### config.mk
export PLATFORM = sky130hd
export DESIGN_NAME = baud_frac_div
export DESIGN_NICKNAME = d
export VERILOG_FILES = /design/src/rtl/baud_div_pkg.sv /design/src/rtl/baud_phase.sv /design/src/rtl/baud_stage.sv /design/src/rtl/baud_gen.sv /design/src/rtl/baud_frac_div.sv
export SDC_FILE = /design/constraint.sdc
export NUM_CORES = 1
export LEC_CHECK = 0
export ABC_AREA = 1
export BUFFER_PORTS_ARGS = -buffer_cell sky130_fd_sc_hd__clkbuf_2
export CAP_MARGIN = 5
export CORE_ASPECT_RATIO = 1.4
export CORE_MARGIN = 4
export CORE_UTILIZATION = 40
export DETAILED_ROUTE_END_ITERATION = 7
export GPL_TIMING_DRIVEN = 1
export PLACE_DENSITY_LB_ADDON = 0.3
export SYNTH_ARGS = -nofsm -noshare
export SYNTH_HDL_FRONTEND = slang
export SYNTH_SLANG_ARGS = --single-unit
### constraint.sdc
create_clock -name clk -period 4 [get_ports clk]
set_clock_uncertainty 0.2 [all_clocks]
set_input_delay 0.6 -clock clk [delete_from_list [all_inputs] [get_ports clk]]
set_output_delay 0.6 -clock clk [all_outputs]
set_load 0.005 [all_outputs]
### src/rtl/baud_div_pkg.sv
package baud_div_pkg;
  localparam int unsigned DEF_INT_W  = 16;
  localparam int unsigned DEF_FRAC_W = 6;
endpackage

### src/rtl/baud_phase.sv
module baud_phase #(
  parameter int unsigned FRAC_W = baud_div_pkg::DEF_FRAC_W
) (
  input  logic              clk,
  input  logic              rst_n,
  input  logic              clear,
  input  logic              step,
  input  logic [FRAC_W-1:0] frac,
  output logic              carry
);
  logic [FRAC_W-1:0] acc;
  logic [FRAC_W:0]   sum;

  function automatic logic [FRAC_W:0] phase_sum(input logic [FRAC_W-1:0] a,
                                                input logic [FRAC_W-1:0] f);
    return {1'b0, a} + {1'b0, f};
  endfunction

  assign sum   = phase_sum(acc, frac);
  assign carry = sum[FRAC_W];

  always_ff @(posedge clk) begin
    if (!rst_n)      acc <= '0;
    else if (clear)  acc <= '0;
    else if (step)   acc <= sum[FRAC_W-1:0];
  end
endmodule

### src/rtl/baud_stage.sv
module baud_stage #(
  parameter int unsigned INT_W  = baud_div_pkg::DEF_INT_W,
  parameter int unsigned FRAC_W = baud_div_pkg::DEF_FRAC_W
) (
  input  logic              clk,
  input  logic              rst_n,
  input  logic              int_wr_en,
  input  logic [INT_W-1:0]  int_wr_data,
  input  logic              frac_wr_en,
  input  logic [FRAC_W-1:0] frac_wr_data,
  input  logic              line_wr_en,
  input  logic              char_busy,
  output logic [INT_W-1:0]  pend_int,
  output logic [INT_W-1:0]  act_int,
  output logic [FRAC_W-1:0] act_frac,
  output logic              apply
);
  logic [INT_W-1:0]  stg_int;
  logic [FRAC_W-1:0] stg_frac;
  logic [FRAC_W-1:0] pend_frac;
  logic              pend_valid;

  assign apply = pend_valid && !char_busy;

  always_ff @(posedge clk) begin
    if (!rst_n) begin
      stg_int    <= '0;
      stg_frac   <= '0;
      pend_int   <= '0;
      pend_frac  <= '0;
      pend_valid <= 1'b0;
      act_int    <= '0;
      act_frac   <= '0;
    end else begin
      if (int_wr_en)  stg_int  <= int_wr_data;
      if (frac_wr_en) stg_frac <= frac_wr_data;
      if (line_wr_en) begin
        pend_int   <= stg_int;
        pend_frac  <= stg_frac;
        pend_valid <= 1'b1;
      end else if (apply) begin
        pend_valid <= 1'b0;
      end
      if (apply) begin
        act_int  <= pend_int;
        act_frac <= pend_frac;
      end
    end
  end

  AST_COMMIT_ONLY_ON_LINE: assert property (@(posedge clk) disable iff (!rst_n)
    (!$stable(pend_int) || !$stable(pend_frac)) |-> $past(line_wr_en));
  AST_ACTIVE_ONLY_ON_APPLY: assert property (@(posedge clk) disable iff (!rst_n)
    (!$stable(act_int) || !$stable(act_frac)) |-> $past(apply));
  AST_HOLD_WHILE_BUSY: assert property (@(posedge clk) disable iff (!rst_n)
    (!$stable(act_int) || !$stable(act_frac)) |-> !$past(char_busy));
  AST_APPLY_NEXT: assert property (@(posedge clk) disable iff (!rst_n)
    (pend_valid && !char_busy && !line_wr_en) |=> !pend_valid);
endmodule

### src/rtl/baud_gen.sv
module baud_gen #(
  parameter int unsigned INT_W  = baud_div_pkg::DEF_INT_W,
  parameter int unsigned FRAC_W = baud_div_pkg::DEF_FRAC_W
) (
  input  logic              clk,
  input  logic              rst_n,
  input  logic              load,
  input  logic [INT_W-1:0]  load_int,
  input  logic [INT_W-1:0]  run_int,
  input  logic [FRAC_W-1:0] run_frac,
  output logic              tick
);
  logic [INT_W-1:0] cnt;
  logic             fire;
  logic             div_one;
  logic             step;
  logic             carry;

  function automatic logic [INT_W-1:0] reload(input logic [INT_W-1:0] n,
                                              input logic c);
    if (n == '0) return '0;
    return n - INT_W'(1) + INT_W'(c);
  endfunction

  assign fire    = (cnt == '0);
  assign div_one = (run_int == '0);
  assign step    = fire && !load && !div_one;

  baud_phase #(.FRAC_W(FRAC_W)) u_phase (
    .clk   (clk),
    .rst_n (rst_n),
    .clear (load),
    .step  (step),
    .frac  (run_frac),
    .carry (carry)
  );

  always_ff @(posedge clk) begin
    if (!rst_n) begin
      cnt  <= '0;
      tick <= 1'b0;
    end else if (load) begin
      cnt  <= reload(load_int, 1'b0);
      tick <= 1'b0;
    end else begin
      tick <= fire;
      if (fire) cnt <= reload(run_int, carry && !div_one);
      else      cnt <= cnt - INT_W'(1);
    end
  end

  AST_DIV_ONE_FIRE: assert property (@(posedge clk) disable iff (!rst_n)
    (run_int == '0) |-> fire);
  AST_CNT_BOUND: assert property (@(posedge clk) disable iff (!rst_n)
    cnt <= run_int);
  AST_TICK_PULSE: assert property (@(posedge clk) disable iff (!rst_n)
    (run_int >= INT_W'(2)) && tick |=> !tick);
endmodule

### src/rtl/baud_frac_div.sv
module baud_frac_div #(
  parameter int unsigned INT_W  = baud_div_pkg::DEF_INT_W,
  parameter int unsigned FRAC_W = baud_div_pkg::DEF_FRAC_W
) (
  input  logic              clk,
  input  logic              rst_n,
  input  logic              int_wr_en,
  input  logic [INT_W-1:0]  int_wr_data,
  input  logic              frac_wr_en,
  input  logic [FRAC_W-1:0] frac_wr_data,
  input  logic              line_wr_en,
  input  logic              char_busy,
  output logic              baud16_tick
);
  logic [INT_W-1:0]  pend_int;
  logic [INT_W-1:0]  act_int;
  logic [FRAC_W-1:0] act_frac;
  logic              apply;

  baud_stage #(.INT_W(INT_W), .FRAC_W(FRAC_W)) u_stage (
    .clk          (clk),
    .rst_n        (rst_n),
    .int_wr_en    (int_wr_en),
    .int_wr_data  (int_wr_data),
    .frac_wr_en   (frac_wr_en),
    .frac_wr_data (frac_wr_data),
    .line_wr_en   (line_wr_en),
    .char_busy    (char_busy),
    .pend_int     (pend_int),
    .act_int      (act_int),
    .act_frac     (act_frac),
    .apply        (apply)
  );

  baud_gen #(.INT_W(INT_W), .FRAC_W(FRAC_W)) u_gen (
    .clk      (clk),
    .rst_n    (rst_n),
    .load     (apply),
    .load_int (pend_int),
    .run_int  (act_int),
    .run_frac (act_frac),
    .tick     (baud16_tick)
  );

  AST_NO_TICK_ON_APPLY: assert property (@(posedge clk) disable iff (!rst_n)
    apply |=> !baud16_tick);
endmodule

==> metrics.csv, run 1 <==
metric,value,unit
worst_setup_path_end_kind,flop,
htree_levels,3,
area_growth,11.27,%
final_cell_mix,"nand2_1 (120), nor2_1 (118), dfxtp_1 (90)",
hold_depth,2,
grt_overflow_total,0,
rsz0062_at_grt,false,
cts_made_buffers,9,
worst_setup_path_start_kind,flop,
worst_hold_slack,0.2561,ns
postCtsHoldBufs,0,
drv_slew,0,
clock_latency,0.35,ns
grt_pass1_vias,4105,
yosys_register_bits,90,
grt_max_degree,54,
worstPathRequired,4.04,ns
reg2reg_to,u_gen.cnt[6],
drt-pass1-iter-count,4,
drt_iter0_drc,288,
grt_usage,0.1716,
cts-root-buf,clkbuf_16,
cp_slowest_stage_delay,0.39,ns
diodes,0,
seq_area_frac_synth,0.3846,
crit_type,flop to flop,
antenna_found_initial,0,
min_to,u_stage.pend_valid,
fin_setup_tns,0,ns
syn-cell-area,4684,µm²
avgSynthCellArea,6.889,µm²
die_h,136.0,µm
fmax,329.7,MHz
final_common_cell,nand2_1,
cts_tree,built,
worstPathArrival,3.07,ns
clkTransAtPathRegs,0.07,ns
via_count,4268,
r2r_slack,0.97,ns
globalplace.congestion,0.8826,
max_slew_margin,0.3512,
dp_hpwl,8523,µm
yosys.cell_types.count,33,
cp_top_family,adder cells,
cpMaxStageDelayCell,fa_1,
grt_pass1_wl,18700,µm
r2r_cells,16,
die_w,99.46,µm
setup_viol,0,
viasPerCell,5.027,
drive_above_1_share,0.1121,
min_period_over_period,0.7583,
p_leak,2.423,nW
hold_path_class,flop to flop,
num-nets-final,740,
tightest_slew,0.9721,ns
crit_buf_inv,1,
wl,11170,µm
ys_warn_count,0,
place.port_buffers,28,
ant_nets,0,
die-area,13530,µm²
post_cts_buffers,0,
max_cap_viol_count,0,
core_area,11400,µm²
initial_core_util,0.4111,
powerDensity,613.5,nW/µm²
finalCriticalPeriod,3.033,ns
r2r_start,u_stage.act_frac[0],
cts_max_path_buffers,2,
crit_chain,"ha_1, inv_1, fa_1, o21ai_0, a21oi_1, nor2_1, o21ai_0, ha_1, ha_1, nand3_1, nor2_1, xor2_1, nand2_1, nand2_1, nand2_1, o21ai_0",
status,"complete, no violations",
n_fill_cell,1190,
ir_worst_vdd,0.0002373,V
num_io_pins,29,
synthesis.instances,680,
post_cts_resized,0,
hold_violations,0,
rows,46,
crit_fanout,5,
synth_nets,720,
wire_per_inst,13.16,µm
drc,0,
cts_sinks,90,
hold_start,u_stage.pend_valid,
cells in the mapped netlist (all sizes together):
cell type | number | share of area
a21oi | 44 | 0.049
xor2 | 23 | 0.043
nand3b | 2 | 0.0032
dfxtp | 90 | 0.38
or2 | 2 | 0.0027
nor3 | 4 | 0.0043
o31ai | 1 | 0.0016
nor2 | 130 | 0.12
nor3b | 1 | 0.0016
clkbuf | 17 | 0.014
and3 | 1 | 0.0013
ha | 11 | 0.029
nand2 | 123 | 0.10
fa | 1 | 0.0043
inv | 72 | 0.058
buf | 4 | 0.0075
xnor2 | 4 | 0.0075
o211ai | 3 | 0.0048
nand4 | 16 | 0.021
o21ai | 79 | 0.085
nand3 | 52 | 0.060
worst min-delay path: stages (launching register included):
cell and delay [ns]:
dfxtp_1 0.31, nand2_1 0.05, a21oi_1 0.05
final cells by class:
| cell class | count | area (µm²) | area share |
|---|---|---|---|
| clock buffer | 9 | 225.2 | 0.04321 |
| clock inverter | 7 | 66.31 | 0.01272 |
| inverter | 72 | 270.3 | 0.05185 |
| multi-input combinational | 497 | 2514 | 0.4822 |
| sequential | 90 | 1802 | 0.3457 |
| tap | 144 | 180.2 | 0.03457 |
| timing repair buffer | 30 | 155.1 | 0.02976 |
per-stage QoR:
step                      power, mW  worst slack, ns  cells  utilization  instance area [µm²]
after floorplan               2.092            1.264    680            -                 4684
after global placement        2.358            1.045    833       0.4318                 4921
after global routing          3.442           0.6910    849       0.4574                 5213
final                         3.198           0.9667    849       0.4574                 5213
after detailed placement      2.377           0.9812    833       0.4318                 4921
after CTS                     3.214           0.9700    849       0.4574                 5213
power by group:
group	internal (mW)	switching [mW]
clock network	0.439	0.391
registers	1.03	0.106
logic	0.419	0.815
total	1.89	1.31
routing by layer:
| metal | part of all wire | vias to the layer above | GRT usage |
|---|---|---|---|
| met2 | 0.51 | 72 | 0.3102 |
| met3 | 0.023 | 23 | 0.03337 |
| li1 | - | 2249 | - |
| met5 | 0 | - | 0 |
| met1 | 0.44 | 1924 | 0.1964 |
| met4 | 0.024 | 0 | 0.06910 |
state kept, by name, summed over array words and instances (netlist names):
register	count
u_gen.cnt	16
u_stage.act_int	16
u_stage.pend_int	16
u_stage.stg_int	16
u_gen.u_phase.acc	6
u_stage.act_frac	6
u_stage.pend_frac	6
u_stage.stg_frac	6
u_gen.tick	1
u_stage.pend_valid	1
logic make-up (layout without fill, tap and decap cells):
kind of cell,count (synthesis),count (layout),share of synthesized area
flip-flops,90,90,0.3846
XOR/XNOR,27,27,0.05048
buffers and inverters,93,118,0.07879
adder cells (fa/ha/maj),12,12,0.03365
AO/OA/AOI/OAI,127,127,0.1402
AND/OR/NAND/NOR,331,331,0.3122
worst max-delay path by stage:
stage	start	endpoint	slack (ns)	cells after the start
floorplan	u_stage.act_frac[0]	u_gen.cnt[6]	1.26	16
global placement	u_stage.act_frac[0]	u_gen.cnt[6]	1.05	16
detailed placement	u_stage.act_frac[0]	u_gen.cnt[6]	0.98	16
CTS	u_stage.act_frac[0]	u_gen.cnt[6]	0.97	16
global route	u_gen.u_phase.acc[0]	u_gen.cnt[14]	0.69	16
finish	u_stage.act_frac[0]	u_gen.cnt[6]	0.97	16
(Power assumes the default switching activity.)
==> inputs of run 2 (changes only) <==
- clock period: 4 -> 2.8 ns (I/O delays scaled with it)
==> metrics.csv, run 2 (synthesis results as in run 1) <==
metric,value,unit,change
powerDensity,864.2,nW/µm²,was 613.5 nW/µm²
setup_viol,0,,unchanged
clkTransAtPathRegs,0.07,ns,about the same
viasPerCell,4.987,,was 5.027
ant_nets,0,,unchanged
grt_usage,0.1739,,was 0.1716
reg2reg_to,u_gen.cnt[2],,was u_gen.cnt[6]
area_growth,14.34,%,was 11.27%
die_w,99.46,µm,unchanged
power,4.629,mW,was 3.198 mW
final_common_cell,nand2_1,,unchanged
drt-pass1-iter-count,4,,unchanged
p_leak,2.475,nW,was 2.423 nW
worstPathRequired,2.82,ns,was 4.04 ns
die-area,13530,µm²,unchanged
combPwrFrac,0.391,,was 0.386
rsz0062_at_grt,false,,unchanged
clock_latency,0.34,ns,was 0.35 ns
num_io_pins,29,,unchanged
drt_iter0_drc,232,,was 288
worstPathArrival,2.60,ns,was 3.07 ns
postCtsHoldBufs,0,,unchanged
r2r_start,u_stage.act_frac[0],,unchanged
die_h,136.0,µm,unchanged
grt_max_degree,70,,was 54
fin_setup_tns,0,ns,unchanged
initial_core_util,0.4111,,unchanged
worst_setup_path_end_kind,flop,,unchanged
max_slew_margin,0.6444,,was 0.3512
wl,11370,µm,was 11170 µm
via_count,4284,,was 4268
cts_sinks,90,,unchanged
dp_hpwl,8556,µm,was 8523 µm
worst_setup_path_start_kind,flop,,unchanged
seqPwrFrac,0.350,,was 0.355
cp-endpoint,u_gen.cnt[2],,was u_gen.cnt[6]
htree_levels,3,,unchanged
critPathLaunch,u_stage.act_frac[0],,unchanged
clkPwrFrac,0.259,,was 0.260
place.port_buffers,28,,unchanged
grt_pass1_wl,19090,µm,was 18700 µm
crit_type,flop to flop,,unchanged
r2r_slack,0.22,ns,was 0.97 ns
p_sw,1.837,mW,was 1.311 mW
num-nets-final,750,,was 740
hold_violations,0,,unchanged
max_cap_viol_count,0,,unchanged
p_sw_frac,0.3968,,was 0.4101
cts_max_path_buffers,2,,unchanged
fmax,387.0,MHz,was 329.7 MHz
drc,0,,unchanged
cts-root-buf,clkbuf_16,,unchanged
wire_per_inst,13.23,µm,was 13.16 µm
drv_slew,0,,unchanged
crit_fanout,2,,was 5
r2r_cells,15,,was 16
globalplace.congestion,0.9116,,was 0.8826
diodes,0,,unchanged
min_period_over_period,0.9228,,was 0.7583
tightest_slew,0.5333,ns,was 0.9721 ns
grt_pass1_vias,4223,,was 4105
cts_tree,built,,unchanged
ir_worst_vdd,0.0004573,V,was 0.0002373 V
drive_above_1_share,0.1413,,was 0.1121
status,"complete, no violations",,unchanged
rows,46,,unchanged
finalCriticalPeriod,2.584,ns,was 3.033 ns
internal_power,2.792,mW,was 1.886 mW
n_fill_cell,1170,,was 1190
grt_overflow_total,0,,unchanged
antenna_found_initial,0,,unchanged
cts_made_buffers,9,,unchanged
hold_path_class,input port to flop,,was flop to flop
final_cell_mix,"nand2_1 (120), nor2_1 (117), dfxtp_1 (88)",,"was nand2_1 (120), nor2_1 (118), dfxtp_1 (90)"
core_area,11400,µm²,unchanged
## run 2: power groups by stage
stage	clock network, mW	logic [mW]	registers [mW]
after floorplan	0	1.38	1.61
after global placement	0	1.75	1.65
after detailed placement	0	1.77	1.65
after CTS	1.22	1.79	1.62
after global routing	1.28	2.06	1.65
final	1.20	1.81	1.62
## run 2: critical path, stage by stage (launching register included)
cell and delay (ns):
dfxtp_2 0.33, ha_2 0.17, inv_1 0.05, fa_2 0.34, o21ai_2 0.16, a21oi_1 0.09
nor2_1 0.09, o21ai_1 0.08, ha_2 0.21, ha_4 0.17, buf_4 0.13, xor2_1 0.14
nand3_1 0.08, o21ai_0 0.07, nand2_1 0.05, o21ai_0 0.08
## run 2: repair_timing
item | CTS | global route
pin swaps | 0 | 6
setup buffers | 0 | 0
cloned | 0 | 1
endpoints found under the setup margin | 8 | 13
gates resized for setup | 4 | 14
endpoints found under the hold margin | 0 | 0
## run 2: metal layers
metal	up-vias	routed length (µm)	global-route usage
met5	-	0	0
met4	0	388	0.08732
met3	29	327	0.02823
met2	64	5743	0.3046
met1	1930	4908	0.2035
li1	2261	-	-
## run 2: how the worst min path moves through the flow
stage	startpoint	endpoint	cells past startpoint
floorplan	u_stage.pend_valid	u_stage.pend_valid	2
global placement	u_stage.pend_valid	u_stage.pend_valid	2
detailed placement	u_stage.pend_valid	u_stage.pend_valid	2
CTS	int_wr_data[13]	u_stage.stg_int[13]	3
global route	int_wr_data[9]	u_stage.stg_int[9]	3
finish	int_wr_data[2]	u_stage.stg_int[2]	3
## run 2: layout make-up
type	instances	area, µm²	share of cell area
clock buffer	9	225.2	0.04205
clock inverter	7	68.82	0.01285
inverter	72	270.3	0.05046
multi-input combinational	498	2585	0.4826
sequential	90	1804	0.3368
tap	144	180.2	0.03364
timing repair buffer	39	222.7	0.04158
## run 2: through the flow
stage	utilization	cells	hold WS (ns)	setup WS [ns]	cell area [µm²]
final	0.4700	859	0.1007	0.2162	5356
after detailed placement	0.4377	842	0.2490	-0.1417	4989
after CTS	0.4645	858	0.09692	0.07206	5294
after global routing	0.4700	859	0.1070	0.01328	5356
after floorplan	-	680	0.2319	0.06402	4684
after global placement	0.4377	842	0.2397	-0.07812	4989
